[config.mk]
export PLATFORM = sky130hd
export DESIGN_NAME = uart_csr_bank
export DESIGN_NICKNAME = d
export VERILOG_FILES = /design/src/rtl/uart_csr_pkg.sv /design/src/rtl/uart_csr_decode.sv /design/src/rtl/uart_csr_cause.sv /design/src/rtl/uart_csr_cmd.sv /design/src/rtl/uart_csr_bank.sv
export SDC_FILE = /design/constraint.sdc
export NUM_CORES = 1
export LEC_CHECK = 0
export BUFFER_PORTS_ARGS = -buffer_cell sky130_fd_sc_hd__buf_2
export CAP_MARGIN = 20
export CORE_MARGIN = 2
export CORE_UTILIZATION = 46
export DETAILED_ROUTE_END_ITERATION = 7
export PLACE_DENSITY = 0.82
export SLEW_MARGIN = 30
export SYNTH_ARGS = -nofsm -noshare
export SYNTH_HDL_FRONTEND = slang
export SYNTH_SLANG_ARGS = --single-unit
[constraint.sdc]
create_clock -name clk -period 2.4 [get_ports clk]
set_input_delay 0.36 -clock clk [delete_from_list [all_inputs] [get_ports clk]]
set_output_delay 0.36 -clock clk [all_outputs]
set_load 0.01 [all_outputs]
[src/rtl/uart_csr_pkg.sv]
// Package: shared register indices, write masks and command bit positions
// for the serial port register bank. Assumes a 32-bit data bus.
package uart_csr_pkg;
    localparam int NREG = 8;

    typedef enum logic [2:0] {
        RG_CTRL  = 3'd0,
        RG_STAT  = 3'd1,
        RG_DATA  = 3'd2,
        RG_MASK  = 3'd3,
        RG_CAUSE = 3'd4,
        RG_TRIG  = 3'd5,
        RG_CSET  = 3'd6,
        RG_CCLR  = 3'd7
    } reg_idx_e;

    localparam logic [31:0] CTRL_KEEP = 32'h0180_003F;
    localparam logic [31:0] TRIG_KEEP = 32'h001F_0F1F;
    localparam int RAW_LSB = 16;
    localparam int CMD_RTS = 5;
    localparam int CMD_RXF = 6;
    localparam int CMD_TXF = 7;
endpackage

[src/rtl/uart_csr_decode.sv]
// Module: address decoder. Turns one bus access into one-hot read and
// write hit vectors. Assumes word-aligned registers; an access with
// nonzero low address bits selects nothing.
module uart_csr_decode #(
    parameter int AW   = 5,
    parameter int NREG = 8
) (
    input  logic            clk,
    input  logic            rst_n,
    input  logic            sel,
    input  logic            wr,
    input  logic [AW-1:0]   addr,
    output logic [NREG-1:0] wr_hit,
    output logic [NREG-1:0] rd_hit
);
    localparam int IW = AW - 2;

    logic aligned;
    // Word alignment qualifier for every hit.
    assign aligned = (addr[1:0] == 2'b00);

    generate
        for (genvar g = 0; g < NREG; g++) begin : g_hit
            // One compare per register slot.
            assign wr_hit[g] = sel & wr  & aligned & (addr[AW-1:2] == IW'(g));
            assign rd_hit[g] = sel & ~wr & aligned & (addr[AW-1:2] == IW'(g));
        end
    endgenerate

    // at most one register is touched per cycle, none when misaligned.
    a_r13_single_target: assert property (@(posedge clk) disable iff (!rst_n)
        $onehot0({wr_hit, rd_hit}) && (!aligned -> ({wr_hit, rd_hit} == '0)));
endmodule

[src/rtl/uart_csr_cause.sv]
// Module: sticky interrupt causes. Each source level sets its cause bit,
// a write-one acknowledge clears it unless the source is still high.
// Assumes source levels are synchronous to clk.
module uart_csr_cause #(
    parameter int NSRC = 10
) (
    input  logic            clk,
    input  logic            rst_n,
    input  logic [NSRC-1:0] src_lvl,
    input  logic [NSRC-1:0] ack,
    input  logic [NSRC-1:0] mask,
    output logic [NSRC-1:0] raw_q,
    output logic [NSRC-1:0] masked,
    output logic            irq
);
    generate
        for (genvar g = 0; g < NSRC; g++) begin : g_src
            // Latch one cause; a live source wins over acknowledge.
            always_ff @(posedge clk) begin
                if (!rst_n) raw_q[g] <= 1'b0;
                else        raw_q[g] <= (raw_q[g] & ~ack[g]) | src_lvl[g];
            end

            // an unacknowledged cause never drops.
            a_r4_sticky: assert property (@(posedge clk) disable iff (!rst_n)
                (raw_q[g] && !ack[g]) |=> raw_q[g]);
            // a cause only appears when its source was high.
            a_r4_origin: assert property (@(posedge clk) disable iff (!rst_n)
                (!raw_q[g] && !src_lvl[g]) |=> !raw_q[g]);
            // acknowledge with a quiet source clears the cause.
            a_r5_release: assert property (@(posedge clk) disable iff (!rst_n)
                (ack[g] && !src_lvl[g]) |=> !raw_q[g]);
        end
    endgenerate

    // Masked view and the request line.
    assign masked = raw_q & mask;
    assign irq    = |masked;

    // a request always has a latched cause behind it.
    a_r7_irq_backed: assert property (@(posedge clk) disable iff (!rst_n)
        irq |-> (raw_q != '0));
endmodule

[src/rtl/uart_csr_cmd.sv]
// Module: command state behind the set/clear address pair. Holds the
// ready-to-send bit and issues one-cycle FIFO flush strobes. Assumes
// set and clear writes never occur in the same cycle (distinct addresses).
module uart_csr_cmd (
    input  logic        clk,
    input  logic        rst_n,
    input  logic        set_we,
    input  logic        clr_we,
    input  logic [2:0]  wbits,     // {tx flush, rx flush, rts}
    output logic        rts,
    output logic        rx_flush,
    output logic        tx_flush,
    output logic [31:0] rd_val
);
    import uart_csr_pkg::*;

    // Ready-to-send: set by the set address, cleared by the clear address.
    always_ff @(posedge clk) begin
        if (!rst_n)                  rts <= 1'b0;
        else if (set_we && wbits[0]) rts <= 1'b1;
        else if (clr_we && wbits[0]) rts <= 1'b0;
    end

    // Flush strobes: registered, high for the cycle after a set write.
    always_ff @(posedge clk) begin
        if (!rst_n) begin
            rx_flush <= 1'b0;
            tx_flush <= 1'b0;
        end else begin
            rx_flush <= set_we & wbits[1];
            tx_flush <= set_we & wbits[2];
        end
    end

    // Readback: only the held bit is visible.
    always_comb begin
        rd_val          = '0;
        rd_val[CMD_RTS] = rts;
    end

    // without a command write the ready-to-send bit holds.
    a_r8_rts_hold: assert property (@(posedge clk) disable iff (!rst_n)
        (!set_we && !clr_we) |=> $stable(rts));
    // each strobe traces back to a set write one cycle earlier.
    a_r9_rx_strobe: assert property (@(posedge clk) disable iff (!rst_n)
        $rose(rx_flush) |-> $past(set_we && wbits[1]));
    a_r9_tx_strobe: assert property (@(posedge clk) disable iff (!rst_n)
        $rose(tx_flush) |-> $past(set_we && wbits[2]));
endmodule

[src/rtl/uart_csr_bank.sv]
// Module: serial port register bank (top). Holds control, trigger and
// mask words, assembles status, routes the data window to the FIFO
// strobes and combines the cause and command sub-blocks. Assumes a
// single-cycle bus with combinational read data.
module uart_csr_bank #(
    parameter int AW   = 5,
    parameter int NSRC = 10,
    parameter int RXCW = 7,
    parameter int TXCW = 5
) (
    input  logic            clk,
    input  logic            rst_n,
    input  logic            bus_sel,
    input  logic            bus_wr,
    input  logic [AW-1:0]   bus_addr,
    input  logic [31:0]     bus_wdata,
    output logic [31:0]     bus_rdata,
    input  logic [NSRC-1:0] evt_lvl,
    input  logic [RXCW-1:0] rx_level,
    input  logic [TXCW-1:0] tx_space,
    input  logic            tx_busy,
    input  logic            rx_busy,
    input  logic            rx_ovr,
    input  logic            tx_ovr,
    input  logic            par_err,
    input  logic            frm_err,
    input  logic            brk_det,
    input  logic            cts_in,
    input  logic [7:0]      rx_byte,
    output logic            rx_pop,
    output logic [7:0]      tx_byte,
    output logic            tx_push,
    output logic            rx_flush,
    output logic            tx_flush,
    output logic            rts,
    output logic            cfg_en,
    output logic            cfg_data8,
    output logic            cfg_stop2,
    output logic            cfg_par_en,
    output logic [1:0]      cfg_par_kind,
    output logic            cfg_flow_en,
    output logic            cfg_loop,
    output logic [4:0]      trig_rx,
    output logic [3:0]      trig_tx,
    output logic [4:0]      trig_flow,
    output logic            irq
);
    import uart_csr_pkg::*;

    logic [NREG-1:0] wr_hit, rd_hit;
    logic [31:0]     ctrl_q, trig_q;
    logic [NSRC-1:0] mask_q, ack, raw_q, masked;
    logic [31:0]     cmd_rd, status_w, cause_w;
    logic            rx_nonempty;

    uart_csr_decode #(.AW(AW), .NREG(NREG)) u_dec (
        .clk(clk), .rst_n(rst_n), .sel(bus_sel), .wr(bus_wr),
        .addr(bus_addr), .wr_hit(wr_hit), .rd_hit(rd_hit)
    );

    // Configuration words: keep only defined bits.
    always_ff @(posedge clk) begin
        if (!rst_n) begin
            ctrl_q <= '0;
            trig_q <= '0;
            mask_q <= '0;
        end else begin
            if (wr_hit[RG_CTRL]) ctrl_q <= bus_wdata & CTRL_KEEP;
            if (wr_hit[RG_TRIG]) trig_q <= bus_wdata & TRIG_KEEP;
            if (wr_hit[RG_MASK]) mask_q <= bus_wdata[NSRC-1:0];
        end
    end

    // Acknowledge accepts either half of a cause readback.
    assign ack = wr_hit[RG_CAUSE]
               ? (bus_wdata[NSRC-1:0] | bus_wdata[RAW_LSB +: NSRC]) : '0;

    uart_csr_cause #(.NSRC(NSRC)) u_cause (
        .clk(clk), .rst_n(rst_n), .src_lvl(evt_lvl), .ack(ack),
        .mask(mask_q), .raw_q(raw_q), .masked(masked), .irq(irq)
    );

    uart_csr_cmd u_cmd (
        .clk(clk), .rst_n(rst_n),
        .set_we(wr_hit[RG_CSET]), .clr_we(wr_hit[RG_CCLR]),
        .wbits(bus_wdata[CMD_TXF:CMD_RTS]),
        .rts(rts), .rx_flush(rx_flush), .tx_flush(tx_flush), .rd_val(cmd_rd)
    );

    // Status word assembled from datapath levels.
    always_comb begin
        status_w                = '0;
        status_w[RXCW-1:0]      = rx_level;
        status_w[8 +: TXCW]     = tx_space;
        status_w[14]            = tx_busy;
        status_w[15]            = rx_busy;
        status_w[16]            = rx_ovr;
        status_w[17]            = tx_ovr;
        status_w[18]            = par_err;
        status_w[19]            = frm_err;
        status_w[20]            = brk_det;
        status_w[25]            = cts_in;
    end

    // Cause word: masked view low, latched view high.
    always_comb begin
        cause_w                     = '0;
        cause_w[NSRC-1:0]           = masked;
        cause_w[RAW_LSB +: NSRC]    = raw_q;
    end

    // Data window strobes, same cycle as the access.
    assign rx_nonempty = (rx_level != '0);
    assign rx_pop      = rd_hit[RG_DATA] & rx_nonempty;
    assign tx_push     = wr_hit[RG_DATA];
    assign tx_byte     = bus_wdata[7:0];

    // Read multiplexer over the one-hot read hits.
    always_comb begin
        bus_rdata = '0;
        if (rd_hit[RG_CTRL])  bus_rdata = ctrl_q;
        if (rd_hit[RG_STAT])  bus_rdata = status_w;
        if (rd_hit[RG_DATA])  bus_rdata = rx_nonempty ? {24'd0, rx_byte} : '0;
        if (rd_hit[RG_MASK])  bus_rdata = {{(32-NSRC){1'b0}}, mask_q};
        if (rd_hit[RG_CAUSE]) bus_rdata = cause_w;
        if (rd_hit[RG_TRIG])  bus_rdata = trig_q;
        if (rd_hit[RG_CSET] || rd_hit[RG_CCLR]) bus_rdata = cmd_rd;
    end

    // Decoded configuration fields.
    assign cfg_en       = ctrl_q[0];
    assign cfg_data8    = ctrl_q[1];
    assign cfg_stop2    = ctrl_q[2];
    assign cfg_par_en   = ctrl_q[3];
    assign cfg_par_kind = ctrl_q[5:4];
    assign cfg_flow_en  = ctrl_q[23];
    assign cfg_loop     = ctrl_q[24];
    assign trig_rx      = trig_q[4:0];
    assign trig_tx      = trig_q[11:8];
    assign trig_flow    = trig_q[20:16];

    // control changes only through its own write.
    a_r2_ctrl_hold: assert property (@(posedge clk) disable iff (!rst_n)
        !wr_hit[RG_CTRL] |=> $stable(ctrl_q));
    // an empty receive FIFO is never popped.
    a_r12_no_empty_pop: assert property (@(posedge clk) disable iff (!rst_n)
        (rx_level == '0) |-> !rx_pop);
endmodule

==> results.toml <==
[outcome]
status = "finished clean"

[clock_network]
cts.path.max_buffers = 2
clkTransAtPathRegs_ns = 0.10
clock-sinks = 45
worst_skew_pair.late_latency_ns = 0.31
cts-buffers-inserted = 5
cts_tree = "yes"
root_buffer = "clkbuf_8"
htreeDepth = 2
postCtsHoldBufs = 0

[place]
dpl.cell_count = 522
gp_congestion = 0.928
hpwlAfterDp_um = 6670
portBuffers = 129

[critical_path]
cp_max_fo = 8
timing.critical_path.from = "bus_addr[4]"
worstPathCellList = "buf_2 -> and3b_1 -> o21ai_0 -> o22ai_1 -> a21oi_1 -> buf_2"
slowest_delay_ns = 0.59
cp_num_cells = 6
endpoint_kind = "output pin"
cp_slowest_cell = "o21ai_0"
cp-start-kind = "primary input"
r2r_slack_ns = 1.64
worst_path_most_repeated_cell = "buf_2"
regToRegEndpoint = "u_cause.raw_q[9]$_SDFF_PN0_"
crit_type = "primary input to output pin"
critical_path_arrival_ns = 1.92
crit_end = "bus_rdata[0]"
ff2ff_path_depth = 2
required_ns = 2.04
critPathBufInv = 2
r2r-start = "u_cause.raw_q[9]$_SDFF_PN0_"
critical_path.top_delay_family = "compound AO/OA/AOI/OAI gates"

[pwr]
power_density_nw_per_um2 = 449
ir_drop_v = 0.000269
p_leak_nw = 1.69

[drt]
ant_nets = 0
wl_met2_um = 4000
wl_met1_um = 3550
vias_per_cell = 5.67
drc = 0
dr_total_vias = 3006
wl_um = 8720
first_iter_violations = 321
wl_per_cell_um = 16.5
first_pass_iters = 6
top_layer_used = "met4"
routed-wl-met3_um = 917

[timing]
setup_viol = 0
fmax_mhz = 439
rsz0062_at_grt = "no"
clock_skew_ns = 0
slew_viol_final = 0
tns_ns = 0
worst_pin_slew_ns = 0.720
finalHoldViolCount = 0
period_share = 0.948
relSlewSlack = 0.515
finalCriticalPeriod_ns = 2.28

[floorplanning]
io_pins = 147
die_x_um = 81.7
dieArea_sq_um = 6680
core_area_sq_um = 5890
die_h_um = 81.7
rows = 28
initial_core_util = 0.472

[global_route]
grt-ovfl-total = 0
grt_antenna_before_repair = 0
grt_pass1_wl_um = 13200
grt_max_degree = 46
grt_use_total = 0.260
first_global_vias = 2786

[hold_path]
hp-start = "evt_lvl[3]"
holdCritPathClass = "primary input to register"

[cells_and_area]
antennaDiodeCount = 0
area_growth_pct = 30.5
layout_common_cells = "129 x buf_2, 45 x dfxtp_1, 40 x mux2i_1"
drive_gt1_frac = 0.378
mostFrequentLayoutCell = "buf_2"
nNetsFinal = 533
stdcell_count = 530

[synth]
yosysWarnings = 0
synthCells = 327
synth_cell_types = 46
synth_area_sq_um = 2780
synth.avg_cell_area_sq_um = 8.50
ys_seq_area_frac = 0.324
ys_ff_latch = 45

[run]
maxCapViolCount = 0
==> what timing repair did <==
action,4_1_cts,5_1_grt
resized for setup,0,2
endpoints found under the setup margin,0,1
setup buffers,0,0
==> cells in the mapped netlist, drive strengths merged <==
library cell  count  share of area
o21a             21          0.057
a32oi             2         0.0063
a2bb2oi           5          0.016
nor3              9          0.020
nand3             1         0.0018
a221oi            1         0.0032
and3b             1         0.0032
nand4             2         0.0045
conb              1         0.0013
buf              24          0.056
clkbuf           12          0.016
and4              3         0.0095
a31oi             3         0.0068
a21boi            1         0.0027
a21oi            10          0.018
nor4              2         0.0045
nor2             32          0.043
nand4bb           1         0.0041
mux2              5          0.020
nor2b            33          0.074
a21o              1         0.0027
nor4b             1         0.0054
o211a             1         0.0036
nand2b            4         0.0090
or4               2         0.0054
or3               1         0.0023
o21ai             4         0.0072
nor3b             1         0.0027
a211oi            2         0.0072
o22ai             6          0.014
mux2i            40           0.14
a22oi            10          0.027
dfxtp            45           0.32
inv               3         0.0041
o221ai            6          0.019
a22o              1         0.0032
and2              5          0.011
nand2            20          0.027
or3b              2         0.0063
and3              1         0.0023
or2               2         0.0045
==> metal layers <==
layer | vias to the layer above | track usage
met5 | - | 0
met4 | 0 | 0.115
met3 | 23 | 0.0703
met2 | 181 | 0.420
met1 | 1393 | 0.323
li1 | 1409 | -
==> final cells by class <==
| cell class | count | area (sq um) |
|---|---|---|
| Sequential cell | 45 | 901 |
| Clock inverter | 3 | 47.5 |
| Tap cell | 75 | 93.8 |
| Fill cell | 521 | 2260 |
| Clock buffer | 5 | 68.8 |
| Inverter | 3 | 11.3 |
| Multi-Input combinational cell | 249 | 1700 |
| Timing Repair Buffer | 150 | 803 |
==> cell families (layout without fill, tap and decap cells) <==
kind of cell    after synthesis  count (layout)  synth area share
mux                          45              45             0.164
other cells                   1               7           0.00135
buf+inv                      39             161            0.0765
flops                        45              45             0.324
compound gates               74              74             0.193
simple gates                123             123             0.241
==> sequential cells by signal (all words and copies together) (netlist names) <==
signal,cells
ctrl_q,8
u_cmd.rx_flush,1
u_cause.raw_q,10
trig_q,14
u_cmd.tx_flush,1
mask_q,10
u_cmd.rts,1
==> metrics by stage <==
stage	cell area [sq um]	hold slack [ns]	setup WS (ns)	power, W	utilization
3_5_place_dp	3500	0.528	0.120	0.00103	0.595
2_1_floorplan	2800	0.484	0.297	0.000930	-
4_1_cts	3620	0.253	0.115	0.00162	0.615
5_1_grt	3630	0.256	0.00698	0.00168	0.616
6_report	3630	0.247	0.124	0.00163	0.616
3_3_place_gp	3500	0.510	0.153	0.00103	0.595
==> worst min path at each step <==
stage	depth (start not counted)	end
detailed placement	2	trig_q[3]$_SDFFE_PN0P_
global route	2	u_cause.raw_q[7]$_SDFF_PN0_
floorplan	1	u_cause.raw_q[0]$_SDFF_PN0_
CTS	2	u_cause.raw_q[3]$_SDFF_PN0_
finish	2	u_cause.raw_q[3]$_SDFF_PN0_
global placement	2	trig_q[17]$_SDFFE_PN0P_
==> where the power goes <==
part | switching (W) | leakage (nW) | internal, W
Sequential | 0.0000162 | 0.366 | 0.000761
Combinational | 0.000128 | 1.27 | 0.000114
Clock | 0.000292 | 0.0591 | 0.000318
Total | 0.000436 | 1.69 | 0.00119
Power figures use the tool's default switching activity.
